### src/rtl/scl_timing_pkg.sv
package scl_timing_pkg;
  localparam int EXP_W   = 4;
  localparam int CNT_W   = 4;
  localparam int CFG_W   = 32;
  localparam int EXP_LSB = 0;
  localparam int LO_LSB  = 12;
  localparam int HI_LSB  = 16;
  localparam logic [CFG_W-1:0] CFG_FIXED = 32'hFFF0_0300;

  typedef struct packed {
    logic [CNT_W-1:0] hi;
    logic [CNT_W-1:0] lo;
    logic [EXP_W-1:0] ex;
  } scl_fields_t;

  function automatic scl_fields_t cfg_unpack(input logic [CFG_W-1:0] w);
    scl_fields_t f;
    f.ex = w[EXP_LSB +: EXP_W];
    f.lo = w[LO_LSB +: CNT_W];
    f.hi = w[HI_LSB +: CNT_W];
    return f;
  endfunction

  function automatic logic [CFG_W-1:0] cfg_pack(input scl_fields_t f);
    return CFG_FIXED
         | (CFG_W'(f.hi) << HI_LSB)
         | (CFG_W'(f.lo) << LO_LSB)
         | (CFG_W'(f.ex) << EXP_LSB);
  endfunction
endpackage

### src/rtl/scl_ratio_conv.sv
module scl_ratio_conv
  import scl_timing_pkg::*;
#(
  parameter int RATIO_W = 16
) (
  input  logic [RATIO_W-1:0] ratio_i,
  output logic [CFG_W-1:0]   cfg_o
);
  localparam int LIMIT = 1 << CNT_W;
  localparam int RED_W = CNT_W + 1;

  logic [RATIO_W-1:0] r;
  logic               sticky;
  logic [EXP_W-1:0]   ex;
  logic [RED_W-1:0]   red, half, lo_w, hi_w;
  scl_fields_t        f;

  always_comb begin
    r      = ratio_i;
    sticky = 1'b0;
    ex     = '0;
    // unrolled halving; each stage shifts only while r is still too big
    for (int i = 0; i < RATIO_W; i++) begin
      if (r >= RATIO_W'(LIMIT)) begin
        sticky = sticky | r[0];
        r      = r >> 1;
        ex     = ex + 1'b1;
      end
    end
    red  = RED_W'(r) + RED_W'(sticky);
    half = red >> 1;
    lo_w = half - RED_W'(1);
    hi_w = red - lo_w - RED_W'(2);
    f.ex = ex;
    f.lo = lo_w[CNT_W-1:0];
    f.hi = hi_w[CNT_W-1:0];
    cfg_o = cfg_pack(f);
  end
endmodule

### src/rtl/scl_prescaler.sv
module scl_prescaler
  import scl_timing_pkg::*;
(
  input  logic             clk_i,
  input  logic             rst_ni,
  input  logic             en_i,
  input  logic [EXP_W-1:0] exp_i,
  output logic             tick_o
);
  localparam int PRE_W = (1 << EXP_W) - 1;

  logic [PRE_W-1:0] pre_q, mask;

  assign mask   = ~({PRE_W{1'b1}} << exp_i);
  assign tick_o = en_i && (pre_q == mask);

  always_ff @(posedge clk_i or negedge rst_ni) begin
    if (!rst_ni)                pre_q <= '0;
    else if (!en_i || tick_o)   pre_q <= '0;
    else                        pre_q <= pre_q + 1'b1;
  end

  AST_PRE_RANGE: assert property (@(posedge clk_i) disable iff (!rst_ni)
    pre_q <= mask);
endmodule

### src/rtl/scl_phase_ctl.sv
module scl_phase_ctl
  import scl_timing_pkg::*;
(
  input  logic             clk_i,
  input  logic             rst_ni,
  input  logic             en_i,
  input  logic             tick_i,
  input  logic [CFG_W-1:0] cfg_i,
  output logic [EXP_W-1:0] exp_o,
  output logic             scl_o,
  output logic             fall_o,
  output logic             rise_o
);
  scl_fields_t      cur_q, nxt_f;
  logic [CNT_W-1:0] cnt_q;
  logic             scl_q, fall_q, rise_q;
  logic             lo_end, hi_end;

  assign nxt_f  = cfg_unpack(cfg_i);
  assign lo_end = (cnt_q == cur_q.lo);
  assign hi_end = (cnt_q == cur_q.hi);
  assign exp_o  = cur_q.ex;
  assign scl_o  = scl_q;
  assign fall_o = fall_q;
  assign rise_o = rise_q;

  always_ff @(posedge clk_i or negedge rst_ni) begin
    if (!rst_ni) begin
      cur_q  <= '0;
      cnt_q  <= '0;
      scl_q  <= 1'b1;
      fall_q <= 1'b0;
      rise_q <= 1'b0;
    end else if (!en_i) begin
      // park at the end of a high phase so the first tick starts a period
      cur_q  <= nxt_f;
      cnt_q  <= nxt_f.hi;
      scl_q  <= 1'b1;
      fall_q <= 1'b0;
      rise_q <= 1'b0;
    end else begin
      fall_q <= 1'b0;
      rise_q <= 1'b0;
      if (tick_i) begin
        if (!scl_q) begin
          if (lo_end) begin
            scl_q  <= 1'b1;
            cnt_q  <= '0;
            rise_q <= 1'b1;
          end else begin
            cnt_q <= cnt_q + 1'b1;
          end
        end else begin
          if (hi_end) begin
            scl_q  <= 1'b0;
            cnt_q  <= '0;
            fall_q <= 1'b1;
            cur_q  <= nxt_f;
          end else begin
            cnt_q <= cnt_q + 1'b1;
          end
        end
      end
    end
  end

  AST_IDLE_HIGH: assert property (@(posedge clk_i) disable iff (!rst_ni)
    !en_i |=> (scl_o && !fall_o && !rise_o));
  AST_STEP_ON_TICK: assert property (@(posedge clk_i) disable iff (!rst_ni)
    ($past(en_i) && !$past(tick_i)) |-> (scl_q == $past(scl_q)));
  AST_FALL_SHAPE: assert property (@(posedge clk_i) disable iff (!rst_ni)
    fall_o |-> (!scl_o && $past(scl_o)));
  AST_RISE_SHAPE: assert property (@(posedge clk_i) disable iff (!rst_ni)
    rise_o |-> (scl_o && !$past(scl_o)));
  AST_LOW_BOUND: assert property (@(posedge clk_i) disable iff (!rst_ni)
    !scl_q |-> (cnt_q <= cur_q.lo));
  AST_HIGH_BOUND: assert property (@(posedge clk_i) disable iff (!rst_ni)
    scl_q |-> (cnt_q <= cur_q.hi));
  AST_CFG_HELD: assert property (@(posedge clk_i) disable iff (!rst_ni)
    ($past(en_i) && !fall_q) |-> (cur_q == $past(cur_q)));
endmodule

### src/rtl/scl_timing_gen.sv
module scl_timing_gen
  import scl_timing_pkg::*;
#(
  parameter int RATIO_W = 16
) (
  input  logic               clk_i,
  input  logic               rst_ni,
  input  logic               en_i,
  input  logic [31:0]        cfg_i,
  input  logic [RATIO_W-1:0] ratio_i,
  output logic               scl_o,
  output logic               fall_o,
  output logic               rise_o,
  output logic               tick_o,
  output logic [31:0]        calc_cfg_o
);
  logic [EXP_W-1:0] cur_exp;
  logic             tick;

  scl_prescaler u_pre (
    .clk_i  (clk_i),
    .rst_ni (rst_ni),
    .en_i   (en_i),
    .exp_i  (cur_exp),
    .tick_o (tick)
  );

  scl_phase_ctl u_phase (
    .clk_i  (clk_i),
    .rst_ni (rst_ni),
    .en_i   (en_i),
    .tick_i (tick),
    .cfg_i  (cfg_i),
    .exp_o  (cur_exp),
    .scl_o  (scl_o),
    .fall_o (fall_o),
    .rise_o (rise_o)
  );

  scl_ratio_conv #(.RATIO_W(RATIO_W)) u_conv (
    .ratio_i (ratio_i),
    .cfg_o   (calc_cfg_o)
  );

  assign tick_o = tick;
endmodule

### config.mk
export PLATFORM = sky130hd
export DESIGN_NAME = scl_timing_gen
export DESIGN_NICKNAME = d
export VERILOG_FILES = /design/src/rtl/scl_timing_pkg.sv /design/src/rtl/scl_ratio_conv.sv /design/src/rtl/scl_prescaler.sv /design/src/rtl/scl_phase_ctl.sv /design/src/rtl/scl_timing_gen.sv
export SDC_FILE = /design/constraint.sdc
export NUM_CORES = 1
export LEC_CHECK = 0
export BUFFER_PORTS_ARGS = -buffer_cell sky130_fd_sc_hd__buf_2
export CAP_MARGIN = 5
export CORE_ASPECT_RATIO = 0.7
export CORE_MARGIN = 2
export CORE_UTILIZATION = 61
export CTS_BUF_LIST = sky130_fd_sc_hd__clkbuf_4
export CTS_CLUSTER_DIAMETER = 40
export CTS_CLUSTER_SIZE = 30
export DETAILED_ROUTE_END_ITERATION = 12
export PLACE_DENSITY = 0.94
export RECOVER_POWER = 25
export SKIP_LAST_GASP = 1
export SLEW_MARGIN = 20
export SYNTH_ARGS = -nofsm -noshare
export SYNTH_HDL_FRONTEND = slang
export SYNTH_SLANG_ARGS = --single-unit
### constraint.sdc
create_clock -name clk_i -period 14.3 [get_ports clk_i]
set_input_delay 0.715 -clock clk_i [delete_from_list [all_inputs] [get_ports clk_i]]
set_output_delay 0.715 -clock clk_i [all_outputs]
set_load 0.005 [all_outputs]
==> run metrics, run 1 <==
status=complete, but fails checks; failing checks=capacitance limit, slew limit; FMAX=0.108 GHz; Final Max Tran Viols=35; final setup vio count=0; Filler Cell Count=521; Initial DRC Count=361; first-pass GRT wire length=15.8 mm; predominant post-synthesis flop cell=dfrtp_1; post-CTS sizing=0; Critical Path RT=13590 ps; final period utilization=64.5%; Routed WL per cell=16.3 um; Finished Layout Cells=590; synthesized area per cell=7.94 um^2; Synth area leader=dfrtp_1; core area=6190 um^2; initial antenna violation count=0; First-pass DRT Iterations=6; Worst-path clk slew=100 ps; post-synthesis cell area=3860 um^2; post-route ant nets=0; PortBufs=46; Setup TNS Final=0 ps; Period minus WS final=9220 ps; DP HPWL=7.43 mm; CP Max Fanout=12; die height=70.5 um; clock skew=7.43 ps; Die Wd=99.1 um; worst vdd ir=67.5 uV; cell seen most often among critical-path stages=ha_1; endpoints failing hold=0; Crit. End Element=primary output; P_leak=1.80 nW; Synth Register Bits=34; slew margin rel.=-19.0%; synth warn=0; slowest stage cell, crit path=or4_4; # DRC=0; kind of critical path=in2out; Design Power=306 uW; vias in the first global route=3340; post-synthesis cell type count=73; site row count=24; Root Buffer=clkbuf_4; RSZ-0062 raised after global routing=no; largest net degree at the start of global routing=35; vias per cell=6.31; ys async rst share=100%; H-tree depth=2; Starting Density=62.4%; Critical Path AT=8500 ps; via count=3720; clock latency on the worst-skew pair=340 ps; EDFF count, synth=0; number of buffers created by CTS=5; CTS tree=built; layout cells sized above 1=16.4%; clock sink total=34; gr usage total=27.2%; Pwr per Cell Area=75.2 nW/um^2; worst slew pin tran=1780 ps; Post-Synthesis Cells=486; top cell type's share of synthesized area=21.4%; grt total ovfl=0; Post-CTS Hold Fix Bufs=0; num ports=87; synthesis-to-finish area growth=5.42%; Startpoint Class=input port; Diodes inserted=0; Max-cap violations=1; Reg2Reg Launch Point=u_phase.exp_o[3]; top-count cell post-synth=nor2_1; largest cells by area after synthesis=dfrtp_1 21%, ha_1 6.8%, xnor2_1 5.7%; beginning of the critical path=ratio_i[13]; CP peak stage delay=660 ps; Seq/Total Area, Yosys=22.1%; fin nets=584; WL final=9.60 mm; CTS Buffer Depth=2; Hold Crit Start=u_phase.cur_q[4]; Hold Crit Class=reg2reg; Cells after DPL=583; final RePlAce weighted congestion=0.965; most frequent cells after synthesis=45 x nor2_1, 36 x inv_1, 34 x o21ai_0, 33 x dfrtp_1, 28 x nand2_1; Post-CTS Setup Repair Bufs=0; die area=6990 um^2; Layout Utilization=65.8%
==> report_power, final <==
part	switching, mW	internal [mW]	total (mW)
clock network	0.0324	0.0353	0.0678
registers	0.0151	0.105	0.120
logic	0.0623	0.0560	0.118
==> critical path: cells and delay by family <==
kind	cells	cell delay [ps]
adder cells (fa/ha/maj)	10	3150
AND/OR/NAND/NOR	10	1870
AO/OA/AOI/OAI	7	1370
multiplexers	2	500
buffers and inverters	4	470
XOR/XNOR	2	390
==> flip-flops by register name, summed over array words and instances (netlist names) <==
register        flops
u_phase.exp_o       4
u_phase.cnt_q       4
u_phase.rise_o      1
u_phase.scl_o       1
u_phase.cur_q       8
u_pre.pre_q        15
u_phase.fall_o      1
==> cell usage in the layout, fill, tap and decap left out, types with 3 or more instances in the layout <==
cell      Yosys  final
mux2_2       14     14
inv_1        36     36
conb_1        2     20
o211ai_1      4      4
a31oi_1       6      6
xnor3_1       3      3
nor3b_1       4      4
and3_1        9      9
dfrtp_1      33     33
o22ai_1       4      4
xor2_1       17     17
o21ai_0      34     34
mux2i_1       3      3
nand2b_1      8      8
nor4_1        4      4
nand3_1      22     22
or3_1         6      6
nor3_1        8      8
nand4_1       6      6
or2_2         3      3
a22oi_1       5      5
nand2_1      28     28
xnor2_1      25     25
nor2b_1       9      9
nor2_1       45     45
a221o_1       4      4
a21oi_1      23     23
clkbuf_4      0      5
buf_2         4     45
and2_1        3      3
a211oi_1      4      4
ha_1         21     21
==> kinds of logic after synthesis <==
kind of cell	after synthesis	share of synthesized area, %
other	2	0.195
XOR/XNOR	47	12.6
buffers and inverters	81	10.1
AND/OR/NAND/NOR	170	23.7
AO/OA/AOI/OAI	113	19.3
multiplexers	17	4.86
adder cells (fa/ha/maj)	22	7.07
flip-flops	34	22.1
==> per-stage QoR <==
step                      setup WS [ps]  area, um^2  hold slack [ps]
after detailed placement           5140        4000              505
after global placement             5350        4000              492
after floorplan                    6090        3930              419
after CTS                          5110        4070              452
final                              5080        4070              532
after global routing               4500        4070              548
==> path summary, 6_finish.rpt <==
kind                                     endpoint  slack, ps  cells past startpoint
worst max-delay path                calc_cfg_o[2]       5080                     35
worst min-delay path             u_phase.cur_q[4]        530                      1
worst max register to register   u_phase.cur_q[7]      10600                      8
worst min register to register   u_phase.cur_q[4]        530                      1
max in group asynchronous       u_phase.cur_q[11]      12440                      1
min in group asynchronous         u_pre.pre_q[13]        830                      1
==> routing by layer <==
layer  track usage, %  up-vias  share of wire, %
met1             40.7     1742                43
met5                0        -                 0
met3             3.75       21               9.2
met2             41.3      212                46
met4             7.61        0               1.7
li1                 -     1745                 -
==> layout make-up <==
cell class / instances / area, um^2 / area share [%]
Multi-Input combinational cell: 389 / 2680 / 65.9
Sequential cell: 34 / 852 / 20.9
Timing Repair Buffer: 46 / 229 / 5.63
Inverter: 36 / 135 / 3.32
Tap cell: 78 / 97.6 / 2.40
Clock buffer: 5 / 37.5 / 0.923
Clock inverter: 2 / 33.8 / 0.831
Note: power is estimated with default switching activity, not from simulation.
==> run 2, diff against run 1 <==
CORE_UTILIZATION = 51   (was 61)
PLACE_DENSITY = 0.84   (was 0.94)
clock period = 7.8 ns   (was 14.3 ns; I/O delays follow)
==> run 2 against run 1 <==
- the run still ends with capacitance limit, slew limit left
- core utilization fell by 7.3 points
- critical path type unchanged
- critical path depth did not move
- sequential cell count did not move
- critical endpoint unchanged
==> run metrics, run 2 (synthesized netlist as in run 1, its figures left out) <==
kind of critical path=in2out; largest register by flop count=u_pre.pre_q; # DRC=0; CP Max Fanout=5; worst slew pin tran=1820 ps; core area=7320 um^2; slew margin rel.=-21.6%; Setup TNS Final=0 ps; CP peak stage delay=560 ps; area occupied by multi-input gates=2730 um^2; final setup vio count=0; pre-CTS WS=96.4 ps; num ports=87; Pwr per Cell Area=142 nW/um^2; post-route ant nets=0; synthesis-to-finish area growth=10.9%; max reg flops=15; clock skew=13.8 ps; hold-critical path endpoint=u_phase.exp_o[1]; Hold Crit Start=cfg_i[1]; Crit. End Element=primary output; CTS Buffer Depth=2; First-pass DRT Iterations=6; WL final=9.65 mm; endpoints failing hold=0; Reg-to-Reg End=u_phase.cur_q[9]; Initial DRC Count=444; Max-cap violations=1; Die Wd=108 um; site row count=26; Filler Cell Count=649; H-tree depth=2; fin nets=598; vias per cell=5.89; Routed WL per cell=15.4 um; Post-CTS Hold Fix Bufs=0; P_leak=1.88 nW; worst vdd ir=146 uV; Diodes inserted=0; slowest stage cell, crit path=or4_4; Hold Crit Class=in2reg; Final Max Tran Viols=35; cell seen most often among critical-path stages=ha_1; met2 Resource Use GR=36.6%; most common cell after layout, fill and taps aside=buf_2; DP HPWL=7.34 mm; Starting Density=52.7%; layout cells sized above 1=20.7%; Critical Path AT=7160 ps; Finished Layout Cells=625; status=complete, but fails checks; Sequential cell area=852 um^2; CTS tree=built; Reg2Reg Launch Point=u_phase.exp_o[3]; initial antenna violation count=0; die area=8290 um^2; biggest regs=u_pre.pre_q (15), u_phase.cur_q (8); Root Buffer=clkbuf_4; cells on worst reg2reg path=8; Worst-path clk slew=120 ps; die height=76.8 um; most frequent cells in the layout=45 x buf_2, 44 x nor2_1, 34 x inv_1, 34 x o21ai_0, 33 x dfrtp_1; Cells after DPL=614; final period utilization=96.8%; largest net degree at the start of global routing=35; hold path cells=2; met3 Usage GRT=3.49%; routing usage on met1=34.1%; Startpoint Class=input port; via count=3681; first-pass GRT wire length=16.2 mm; clock sink total=34; grt total ovfl=0; Period minus WS final=7550 ps; GRT Max-Usage Layer=met2; Min Hold Slack=265 ps; FMAX=0.132 GHz; R2R setup slack=4180 ps; post-route setup slack=252 ps; vias in the first global route=3428; final RePlAce weighted congestion=0.962; gr usage total=23.5%; PortBufs=46; failing checks=capacitance limit, slew limit; number of buffers created by CTS=5; Critical Path RT=7410 ps; beginning of the critical path=ratio_i[8]; clock latency on the worst-skew pair=350 ps
[run 2: cell count changes in the layout (fill, tap and decap cells not counted), sizes merged]
cell	change
bufinv	+1
buf	+14
[run 2: through the flow]
stage	area, um^2	power [mW]	util [%]
6_report	4280	0.607	58.5
5_1_grt	4280	0.648	58.5
4_1_cts	4210	0.601	57.5
3_5_place_dp	4110	0.438	56.1
3_3_place_gp	4110	0.427	56.1
2_1_floorplan	3930	0.379	-
[run 2: final cells by class]
type	count	area share (%)
clock buffer	5	0.877
clock inverter	3	1.49
inverter	36	3.16
multi-input combinational	389	63.9
sequential	34	19.9
tap	98	2.87
timing repair buffer	60	7.81
[run 2: how the worst max path moves through the flow]
| stage | end | cells past startpoint | slack (ps) |
|---|---|---|---|
| 2_1_floorplan | calc_cfg_o[2] | 35 | 240 |
| 3_3_place_gp | calc_cfg_o[2] | 37 | 220 |
| 3_5_place_dp | calc_cfg_o[2] | 37 | 100 |
| 4_1_cts | calc_cfg_o[2] | 37 | 60 |
| 5_1_grt | calc_cfg_o[2] | 35 | -90 |
| 6_report | calc_cfg_o[2] | 35 | 250 |
[run 2: report_power, final]
| part | internal, mW | total, mW | leakage (nW) | switching, mW |
|---|---|---|---|---|
| Combinational | 0.109 | 0.225 | 1.39 | 0.116 |
| Sequential | 0.192 | 0.220 | 0.434 | 0.0283 |
| Clock | 0.0987 | 0.162 | 0.0528 | 0.0629 |
| Total | 0.399 | 0.607 | 1.88 | 0.207 |
[run 2: routing by layer]
metal,routed length [um],up-vias
met4,148,0
li1,-,1773
met1,4310,1702
met5,0,-
met2,4370,186
met3,826,20
[run 2: critical path, delay by kind of cell]
family	cells	cell delay, ps
compound gates	7	1280
simple gates	10	1470
mux	2	470
buf+inv	4	390
fa+ha+maj	10	2840
xor+xnor	2	320
[run 2: what timing repair did]
| action | in CTS | in global routing |
|---|---|---|
| resized for setup | 0 | 11 |
| setup buffers | 0 | 3 |
| hold endpoints to repair | 0 | 0 |
| setup endpoints to repair | 0 | 3 |
